**config.mk**
```make
export PLATFORM = sky130hd
export DESIGN_NAME = ptr_addr_gen
export DESIGN_NICKNAME = d
export VERILOG_FILES = /design/src/rtl/ptr_agu_pkg.sv /design/src/rtl/agu_ctrl.sv /design/src/rtl/agu_datapath.sv /design/src/rtl/ptr_addr_gen.sv
export SDC_FILE = /design/constraint.sdc
export NUM_CORES = 1
export LEC_CHECK = 0
export ABC_AREA = 1
export BUFFER_PORTS_ARGS = -buffer_cell sky130_fd_sc_hd__clkbuf_2
export CELL_PAD_IN_SITES_DETAIL_PLACEMENT = 1
export CELL_PAD_IN_SITES_GLOBAL_PLACEMENT = 1
export CORE_AREA = 2 2 111 113
export CTS_BUF_LIST = sky130_fd_sc_hd__clkbuf_8 sky130_fd_sc_hd__clkbuf_16
export CTS_CLUSTER_DIAMETER = 30
export CTS_CLUSTER_SIZE = 8
export DETAILED_ROUTE_END_ITERATION = 6
export DIE_AREA = 0 0 113 115
export PLACE_DENSITY = 0.87
export SLEW_MARGIN = 20
export SYNTH_ARGS = -nofsm -noshare
export SYNTH_HDL_FRONTEND = slang
export SYNTH_SLANG_ARGS = --single-unit
```
**constraint.sdc**
```tcl
create_clock -name clk -period 2 [get_ports clk]
set_input_delay 0.2 -clock clk [delete_from_list [all_inputs] [get_ports clk]]
set_output_delay 0.2 -clock clk [all_outputs]
set_load 0.005 [all_outputs]
```
**src/rtl/ptr_agu_pkg.sv**
```systemverilog
package ptr_agu_pkg;

  localparam int NUM_PTRS = 8;
  localparam int PTR_W    = 8;
  localparam int MOD_W    = 2;
  localparam int OFS_W    = 2;
  localparam int NUM_BANKS = 2;
  localparam int IDX_W    = $clog2(NUM_PTRS);
  localparam int PER_BANK = NUM_PTRS / NUM_BANKS;
  localparam int BANK_W   = (NUM_BANKS > 1) ? $clog2(NUM_BANKS) : 1;

  typedef enum logic [MOD_W-1:0] {
    MOD_HOLD    = 2'b00,
    MOD_STEP_UP = 2'b01,
    MOD_STEP_DN = 2'b10,
    MOD_STEP_UP2 = 2'b11
  } ptr_mod_e;

  // Strobes from control to datapath
  typedef struct packed {
    logic [NUM_PTRS-1:0] loadEn;
    logic [NUM_PTRS-1:0] incEn;
    logic [NUM_PTRS-1:0] decEn;
    logic                issue;
    logic                useOffset;
    logic [IDX_W-1:0]    selIdx;
    logic [OFS_W-1:0]    offset;
  } agu_ctl_t;

  // The top pointer of each bank is tied to the bank base
  function automatic logic isFixedPtr(input logic [IDX_W-1:0] idx);
    return (int'(idx) % PER_BANK) == (PER_BANK - 1);
  endfunction

endpackage

```
**src/rtl/agu_ctrl.sv**
```systemverilog
module agu_ctrl
  import ptr_agu_pkg::*;
(
  input  logic             opValid,
  input  logic [IDX_W-1:0] opPtrIdx,
  input  logic [MOD_W-1:0] opMod,
  input  logic             ldValid,
  input  logic [IDX_W-1:0] ldIdx,
  output agu_ctl_t         ctl
);

  logic opFixed;
  logic wantInc;
  logic wantDec;

  always_comb begin
    opFixed = isFixedPtr(opPtrIdx);
    wantInc = (ptr_mod_e'(opMod) == MOD_STEP_UP) || (ptr_mod_e'(opMod) == MOD_STEP_UP2);
    wantDec = (ptr_mod_e'(opMod) == MOD_STEP_DN);
  end

  for (genvar i = 0; i < NUM_PTRS; i++) begin : g_strobe
    localparam logic [IDX_W-1:0] MY_IDX = IDX_W'(i);
    localparam bit FIXED = ((i % PER_BANK) == (PER_BANK - 1));
    if (FIXED) begin : g_fixed
      assign ctl.loadEn[i] = 1'b0;
      assign ctl.incEn[i]  = 1'b0;
      assign ctl.decEn[i]  = 1'b0;
    end else begin : g_mod
      logic hit;
      assign hit           = opValid && (opPtrIdx == MY_IDX);
      assign ctl.loadEn[i] = ldValid && (ldIdx == MY_IDX);
      assign ctl.incEn[i]  = hit && wantInc;
      assign ctl.decEn[i]  = hit && wantDec;
    end
  end

  assign ctl.issue     = opValid;
  assign ctl.useOffset = opFixed;
  assign ctl.selIdx    = opPtrIdx;
  assign ctl.offset    = opMod[OFS_W-1:0];

endmodule

```
**src/rtl/agu_datapath.sv**
```systemverilog
module agu_datapath
  import ptr_agu_pkg::*;
(
  input  logic              clk,
  input  logic              rstN,
  input  agu_ctl_t          ctl,
  input  logic [PTR_W-1:0]  ldData,
  output logic              addrValid,
  output logic [BANK_W-1:0] addrBank,
  output logic [PTR_W-1:0]  addrOut
);

  logic [PTR_W-1:0] ptrQ [NUM_PTRS];
  logic [PTR_W-1:0] effAddr;
  logic [BANK_W-1:0] effBank;

  for (genvar i = 0; i < NUM_PTRS; i++) begin : g_ptr
    localparam bit FIXED = ((i % PER_BANK) == (PER_BANK - 1));
    if (FIXED) begin : g_base
      assign ptrQ[i] = '0;
    end else begin : g_reg
      always_ff @(posedge clk or negedge rstN) begin
        if (!rstN)                ptrQ[i] <= '0;
        else if (ctl.loadEn[i])   ptrQ[i] <= ldData;
        else if (ctl.incEn[i])    ptrQ[i] <= ptrQ[i] + PTR_W'(1);
        else if (ctl.decEn[i])    ptrQ[i] <= ptrQ[i] - PTR_W'(1);
      end
    end
  end

  always_comb begin
    effAddr = ctl.useOffset ? PTR_W'(ctl.offset) : ptrQ[ctl.selIdx];
    effBank = BANK_W'(int'(ctl.selIdx) / PER_BANK);
  end

  always_ff @(posedge clk or negedge rstN) begin
    if (!rstN) begin
      addrValid <= 1'b0;
      addrBank  <= '0;
      addrOut   <= '0;
    end else begin
      addrValid <= ctl.issue;
      if (ctl.issue) begin
        addrBank <= effBank;
        addrOut  <= effAddr;
      end
    end
  end

endmodule

```
**src/rtl/ptr_addr_gen.sv**
```systemverilog
module ptr_addr_gen
  import ptr_agu_pkg::*;
(
  input  logic             clk,
  input  logic             rstN,
  input  logic             opValid,
  input  logic [2:0]       opPtrIdx,
  input  logic [1:0]       opMod,
  input  logic             ldValid,
  input  logic [2:0]       ldIdx,
  input  logic [7:0]       ldData,
  output logic             addrValid,
  output logic             addrBank,
  output logic [7:0]       addrOut
);

  agu_ctl_t ctl;

  agu_ctrl u_ctrl (
    .opValid  (opValid),
    .opPtrIdx (opPtrIdx),
    .opMod    (opMod),
    .ldValid  (ldValid),
    .ldIdx    (ldIdx),
    .ctl      (ctl)
  );

  agu_datapath u_dp (
    .clk       (clk),
    .rstN      (rstN),
    .ctl       (ctl),
    .ldData    (ldData),
    .addrValid (addrValid),
    .addrBank  (addrBank),
    .addrOut   (addrOut)
  );

endmodule

```
==> flow_metrics.tcl, run 1 <==
set metrics [dict create \
    crit_arrival_ns 2.06 \
    outcome "finished, violations left" \
    hpwl_mm 14.46 \
    holdCritPathClass "input pin to flip-flop" \
    dp_cells 1009 \
    relSlewSlack 0.6014 \
    routed_via_density 5.664 \
    fin_ws_ns 0.1848 \
    post_cts_buffers 0 \
    io_pins 30 \
    cts_root_buf "clkbuf_16" \
    synth.net_count 859 \
    core.rowCount 40 \
    final_nets 942 \
    layout_commonest_cell "nand2_1" \
    netlist_instances 791 \
    yosysWarnings 0 \
    cpMaxStageDelayCell "ha_1" \
    antenna_left 0 \
    grt_max_degree 59 \
    routed_wirelength_mm 19.30 \
    fin_crit_sh 0.9076 \
    grt_usage 0.3078 \
    design.core.area_mm2 0.01181 \
    powerDensity_mw_per_mm2 1189 \
    fin_skew_ns 0.01088 \
    max_stage_delay_ns 0.35 \
    drc 3 \
    port_buffers 29 \
    yosysUniqueCellTypes 30 \
    hold-worst-slack_ns 0.2226 \
    drv_cap 0 \
    grt_pass1_wl_mm 31.51 \
    n_antenna_cell 0 \
    ctsResizeCount 0 \
    max_slew.worst_pin.slew_ns 0.5979 \
    instances_no_fill 1026 \
    multiInputGateArea_mm2 0.003218 \
    rsz0062_at_grt "no" \
    fin_util 0.5203 \
    start_util 0.4385 \
    path_cells "clkbuf_2 -> inv_2 -> nor2_2 -> nand3_1 -> buf_4 -> ha_1 -> nand2_1 -> nor2_1 -> nand3_1 -> nand2_1 -> nand3_1 -> nand3_1 -> nand2_1" \
    yosysSeqAreaShare 0.2803 \
    vias 5811 \
    mostFrequentLayoutCells "296 x nand2_1, 119 x inv_1, 94 x nand3_1" \
    antenna_found_initial 0 \
    fp.dieH_um 115 \
    finalPower_mw 7.309 \
    clk_pin_slew_ns 0.06 \
    violations "design-rule violations" \
    worstSetupPathType "input pin to flip-flop" \
    irDropWorstVdd_mv 0.4013 \
    critical_path_required_ns 2.24 \
    cts_sinks 58 \
    hold_viol 0 \
    cts_buffer_depth 2 \
    end_kind "flip-flop" \
    synth_edf_count 0 \
    maxSlewViolCount 0 \
    overflow 0 \
    syn_area_per_cell_um2 6.547 \
    crit_fanout 6 \
    synth_ff_type "dfrtp_1" \
    drive_above_1_share 0.1388 \
    fp.dieW_um 113 \
    fill_cells 1610 \
    layout.area.seq_mm2 0.001451 \
    place_ws_ns -0.1529 \
    place.gp.congestion 0.8718 \
    dieArea_mm2 0.01300 \
    drtPass1Iterations 7 \
    synthArstFlopShare 1.000 \
    htree_levels 3 \
    max_freq_mhz 550.9 \
    setup_viol 0 \
    clock_latency_ns 0.35 \
    area_growth_pct 18.68 \
    grt_pass1_vias 6414 \
    cts_tree "built" \
    fin_crit_ns 1.815 \
    p_leak_nw 3.449 \
    worst_setup_path_start_kind "input pin" \
    numCtsBuffers 9 \
    post_drt_wl_per_cell_um 18.81 \
    drt_iter0_drc 327 \
    ys_seq_elements 58 \
    crit_path_frequent_cell "nand3_1" \
    synth_area_mm2 0.005179 \
]
## where the power goes
part,internal (mW),total [mW],switching [mW]
clock network,0.926,1.52,0.596
logic,1.54,3.82,2.28
registers,1.52,1.96,0.444
## worst max-delay path: cells and delay by family
family                     cells  cell delay (ns)
adders and majority gates      1             0.35
and+or+nand+nor                9             1.03
buffers and inverters          3             0.46
## worst paths after layout
path,startpoint,endpoint,slack [ns],depth (start not counted)
max in group asynchronous,rstN,u_dp.ptrQ[28],1.30,3
min in group asynchronous,rstN,u_dp.ptrQ[54],0.40,3
setup reg to reg,u_dp.ptrQ[58],u_dp.ptrQ[63],0.30,8
hold reg to reg,u_dp.addrOut[7],u_dp.addrOut[7],0.52,2
setup / recovery,opValid,u_dp.ptrQ[55],0.18,13
hold / removal,opValid,u_dp.addrValid,0.22,2
## cell usage after synthesis, types with 3 or more instances
cell type  number  share of area
inv_2          10         0.0072
or2_2           5         0.0060
nand3b_1        5         0.0072
o211ai_1        3         0.0043
o21bai_1        3         0.0043
nand4_1        15          0.018
ha_1           42           0.10
dfrtp_1        58           0.28
inv_1         117          0.085
nand3_1        94          0.091
o21ai_0        21          0.020
a21oi_1        29          0.028
nor2_1         28          0.020
nor2_4          3         0.0065
nand2_1       297           0.22
o221ai_1       13          0.022
xnor2_1        10          0.017
nor2_2          5         0.0060
fa_1            6          0.023
nand2_2         3         0.0036
nand2_4         3         0.0065
o22ai_1         9          0.011
## flip-flops by register name, summed over array words and instances, names as in the netlist
register,count
u_dp.addrValid,1
u_dp.ptrQ,48
u_dp.addrBank,1
u_dp.addrOut,8
## metal layers
layer | global-route usage | vias up | share of wire
li1 | - | 2722 | -
met1 | 0.3355 | 2835 | 0.39
met2 | 0.5649 | 176 | 0.51
met3 | 0.06589 | 78 | 0.051
met4 | 0.1569 | 0 | 0.051
met5 | 0 | - | 0
## final cells by class
cell class / count / area share
clock buffers: 12 / 0.04336
clock inverters: 4 / 0.002850
inverters: 128 / 0.07818
multi-input cells: 599 / 0.5236
flip-flops and latches: 58 / 0.2362
well taps: 147 / 0.02993
repair buffers: 78 / 0.08591
## what timing repair did
item                                    in CTS  in global routing
hold buffers                                 1                  0
endpoints found under the setup margin       0                  0
endpoints found under the hold margin       58                  0
## logic make-up (layout without fill, tap and decap cells)
family,Yosys count,after routing,synth area share
and+or+nand+nor,458,458,0.3805
buffers and inverters,134,222,0.1012
AOI/OAI and AO/OA,82,82,0.09471
DFF,58,58,0.2803
adders and majority gates,48,48,0.1247
xor gates and xnor gates,11,11,0.01860
## per-stage QoR
stage                     setup TNS (ns)  area, um2
after global routing                   0       6146
after detailed placement          -1.372       5852
after CTS                              0       6146
final                                  0       6146
after floorplan                 -0.03843       5194
after global placement          -0.04014       5852
No activity file was read; power rests on OpenSTA's default activity.
==> run 2: changes to the inputs <==
--- a/config.mk
+++ b/config.mk
@@ -5,17 +5,16 @@
 export SDC_FILE = /design/constraint.sdc
 export NUM_CORES = 1
 export LEC_CHECK = 0
-export ABC_AREA = 1
 export BUFFER_PORTS_ARGS = -buffer_cell sky130_fd_sc_hd__clkbuf_2
 export CELL_PAD_IN_SITES_DETAIL_PLACEMENT = 1
 export CELL_PAD_IN_SITES_GLOBAL_PLACEMENT = 1
-export CORE_AREA = 2 2 111 113
+export CORE_AREA = 2 2 142 144
 export CTS_BUF_LIST = sky130_fd_sc_hd__clkbuf_8 sky130_fd_sc_hd__clkbuf_16
 export CTS_CLUSTER_DIAMETER = 30
 export CTS_CLUSTER_SIZE = 8
 export DETAILED_ROUTE_END_ITERATION = 6
-export DIE_AREA = 0 0 113 115
-export PLACE_DENSITY = 0.87
+export DIE_AREA = 0 0 144 146
+export PLACE_DENSITY = 0.56
 export SLEW_MARGIN = 20
 export SYNTH_ARGS = -nofsm -noshare
 export SYNTH_HDL_FRONTEND = slang
==> flow_metrics.tcl, run 2 <==
set metrics [dict create \
    place.gp.congestion 0.8186 \
    antenna_left 0 \
    routed_wirelength_mm 18.12 \
    start_util 0.2563 \
    dieArea_mm2 0.02102 \
    synth_fa_ha_area_frac 0.1303 \
    synth_top_family_by_area "compound AO/OA/AOI/OAI gates" \
    crit_arrival_ns 2.18 \
    mostFrequentLayoutCells "99 x buf_4, 67 x nand2_1, 58 x dfrtp_1" \
    grt_usage 0.1781 \
    fin_crit_sh 0.9537 \
    rsz0062_at_grt "yes" \
    clk_pin_slew_ns 0.05 \
    top_regs "u_dp.ptrQ: 48 flops, u_dp.addrOut: 8 flops" \
    drtPass1Iterations 4 \
    worstSetupPathType "input pin to flip-flop" \
    synth.net_count 654 \
    synthArstFlopShare 1.000 \
    routed_via_density 5.081 \
    final_nets 774 \
    netlist_instances 586 \
    worst_setup_path_start_kind "input pin" \
    max_freq_mhz 524.3 \
    hold_viol 0 \
    instances_no_fill 974 \
    fin_crit_ns 1.907 \
    max_slew.worst_pin.slew_ns 0.7969 \
    yosys.area_share.simple 0.1803 \
    powerDensity_mw_per_mm2 1300 \
    synth_edf_count 0 \
    path_cells "buf_8 -> and3b_2 -> and2_4 -> clkinvlp_4 -> fa_2 -> a211oi_4 -> o21bai_1 -> a21oi_2 -> xnor2_1 -> mux2i_1 -> o21ai_1" \
    io_pins 30 \
    fin_skew_ns 0.008742 \
    fp.dieH_um 146 \
    cts_root_buf "clkbuf_16" \
    hpwl_mm 13.87 \
    cpMaxStageDelayCell "fa_2" \
    relSlewSlack 0.4668 \
    largest_register_ffs 48 \
    synth_ff_type "dfrtp_1" \
    grt_max_degree 59 \
    core.rowCount 51 \
    largest-register "u_dp.ptrQ" \
    synth-compound-area-share 0.2376 \
    placed_cell_area_mm2 0.006329 \
    synthXorXnorAreaFrac 0.04596 \
    htree_levels 3 \
    cts_sinks 58 \
    synth_area_mm2 0.004955 \
    synth_common_cells "69 x nand2_1, 60 x a21oi_1, 59 x o21ai_0" \
    cts_tree "built" \
    p_leak_nw 2.867 \
    overflow 0 \
    layout_commonest_cell "buf_4" \
    n_antenna_cell 0 \
    setup_tns_ns 0 \
    yosysUniqueCellTypes 51 \
    yosysSeqAreaShare 0.2929 \
    antenna_found_initial 0 \
    synth.top_cell.area_share 0.2929 \
    outcome "completed" \
    grt_pass1_vias 5254 \
    critical_path_required_ns 2.27 \
    maxSlewViolCount 0 \
    synth_mux_area_frac 0.08207 \
    numCtsBuffers 9 \
    drt_iter0_drc 224 \
    irDropWorstVdd_mv 0.5029 \
    place_ws_ns -0.4429 \
    max_stage_delay_ns 0.42 \
    port_buffers 29 \
    crit_fanout 5 \
    synth_top_area_cell "dfrtp_1" \
    clock_latency_ns 0.34 \
    syn_area_per_cell_um2 8.455 \
    ys_seq_elements 58 \
    fin_ws_ns 0.09262 \
    dp_cells 954 \
    vias 4949 \
    drive_above_1_share 0.3159 \
    fp.dieW_um 144 \
    drc 0 \
    area_growth_pct 37.35 \
    post-synth-top-count-cell "nand2_1" \
    cts_buffer_depth 2 \
    design_area_mm2 0.006805 \
    setup_viol 0 \
    grt_pass1_wl_mm 28.84 \
    drv_cap 0 \
    design.core.area_mm2 0.01933 \
    yosys-top-cells-area "dfrtp_1 29%, ha_1 11%, a21oi_1 6.1%" \
    end_kind "flip-flop" \
    post_drt_wl_per_cell_um 18.60 \
    fin_util 0.3520 \
    holdCritPathClass "input pin to flip-flop" \
    yosysWarnings 0 \
]
[run 2: path summary, 6_finish.rpt]
check                      cells past startpoint               to  slack, ns       startpoint
setup / recovery                              11    u_dp.ptrQ[46]       0.09      opPtrIdx[0]
hold / removal                                 3  u_dp.addrOut[1]       0.16         opMod[1]
setup reg to reg                               7    u_dp.ptrQ[30]       0.13    u_dp.ptrQ[24]
hold reg to reg                                1  u_dp.addrOut[7]       0.52  u_dp.addrOut[7]
max in group asynchronous                      3    u_dp.ptrQ[26]       1.28             rstN
min in group asynchronous                      3    u_dp.ptrQ[45]       0.41             rstN
[run 2: power by group]
part	switching (mW)	leakage (nW)	internal [mW]	total, mW
combinational	2.47	2.04	2.63	5.09
clock	0.576	0.147	1.01	1.59
sequential	0.554	0.684	1.61	2.16
[run 2: repair_timing]
action / 4_1_cts / 5_1_grt
setup endpoints to repair: 3 / 17
pin swaps: 0 / 13
hold endpoints to repair: 58 / 0
resized for setup: 6 / 34
hold buffers: 1 / 0
setup buffers: 0 / 5
[run 2: cell type report]
cell class                 instances  area, um2
tap                              265      331.6
fill                            2260      12530
sequential                        58       1451
clock buffer                      11      252.7
inverter                           5      30.03
multi-input combinational        497       3692
clock inverter                     3      40.04
timing repair buffer             135       1007
[run 2: worst max-delay path: cells and delay by family]
family	cells	cell delay, ns
AO/OA/AOI/OAI	4	0.64
XOR/XNOR	1	0.14
adder cells (fa/ha/maj)	1	0.42
AND/OR/NAND/NOR	2	0.42
multiplexers	1	0.09
buffers and inverters	2	0.25
[run 2: cell families (layout without fill, tap and decap cells)]
| logic type | after synthesis | in the layout |
|---|---|---|
| buf+inv | 31 | 154 |
| simple gates | 188 | 188 |
| fa+ha+maj | 48 | 48 |
| xor+xnor | 26 | 26 |
| flops | 58 | 58 |
| compound gates | 196 | 196 |
| mux | 39 | 39 |
[run 2: metal layers]
layer	up-vias	wire length, um	track usage
met5	-	0	0
met4	0	256	0.04216
met1	2480	8639	0.2450
li1	2386	-	-
met3	20	518	0.02731
met2	63	8701	0.2926
[run 2: metrics by stage]
step                      power [mW]  hold WS (ns)
after floorplan                5.153      -0.09559
after global placement         6.739        0.2484
after detailed placement       7.006        0.2474
after CTS                      8.711        0.1566
after global routing           9.564        0.1871
final                          8.848        0.1610
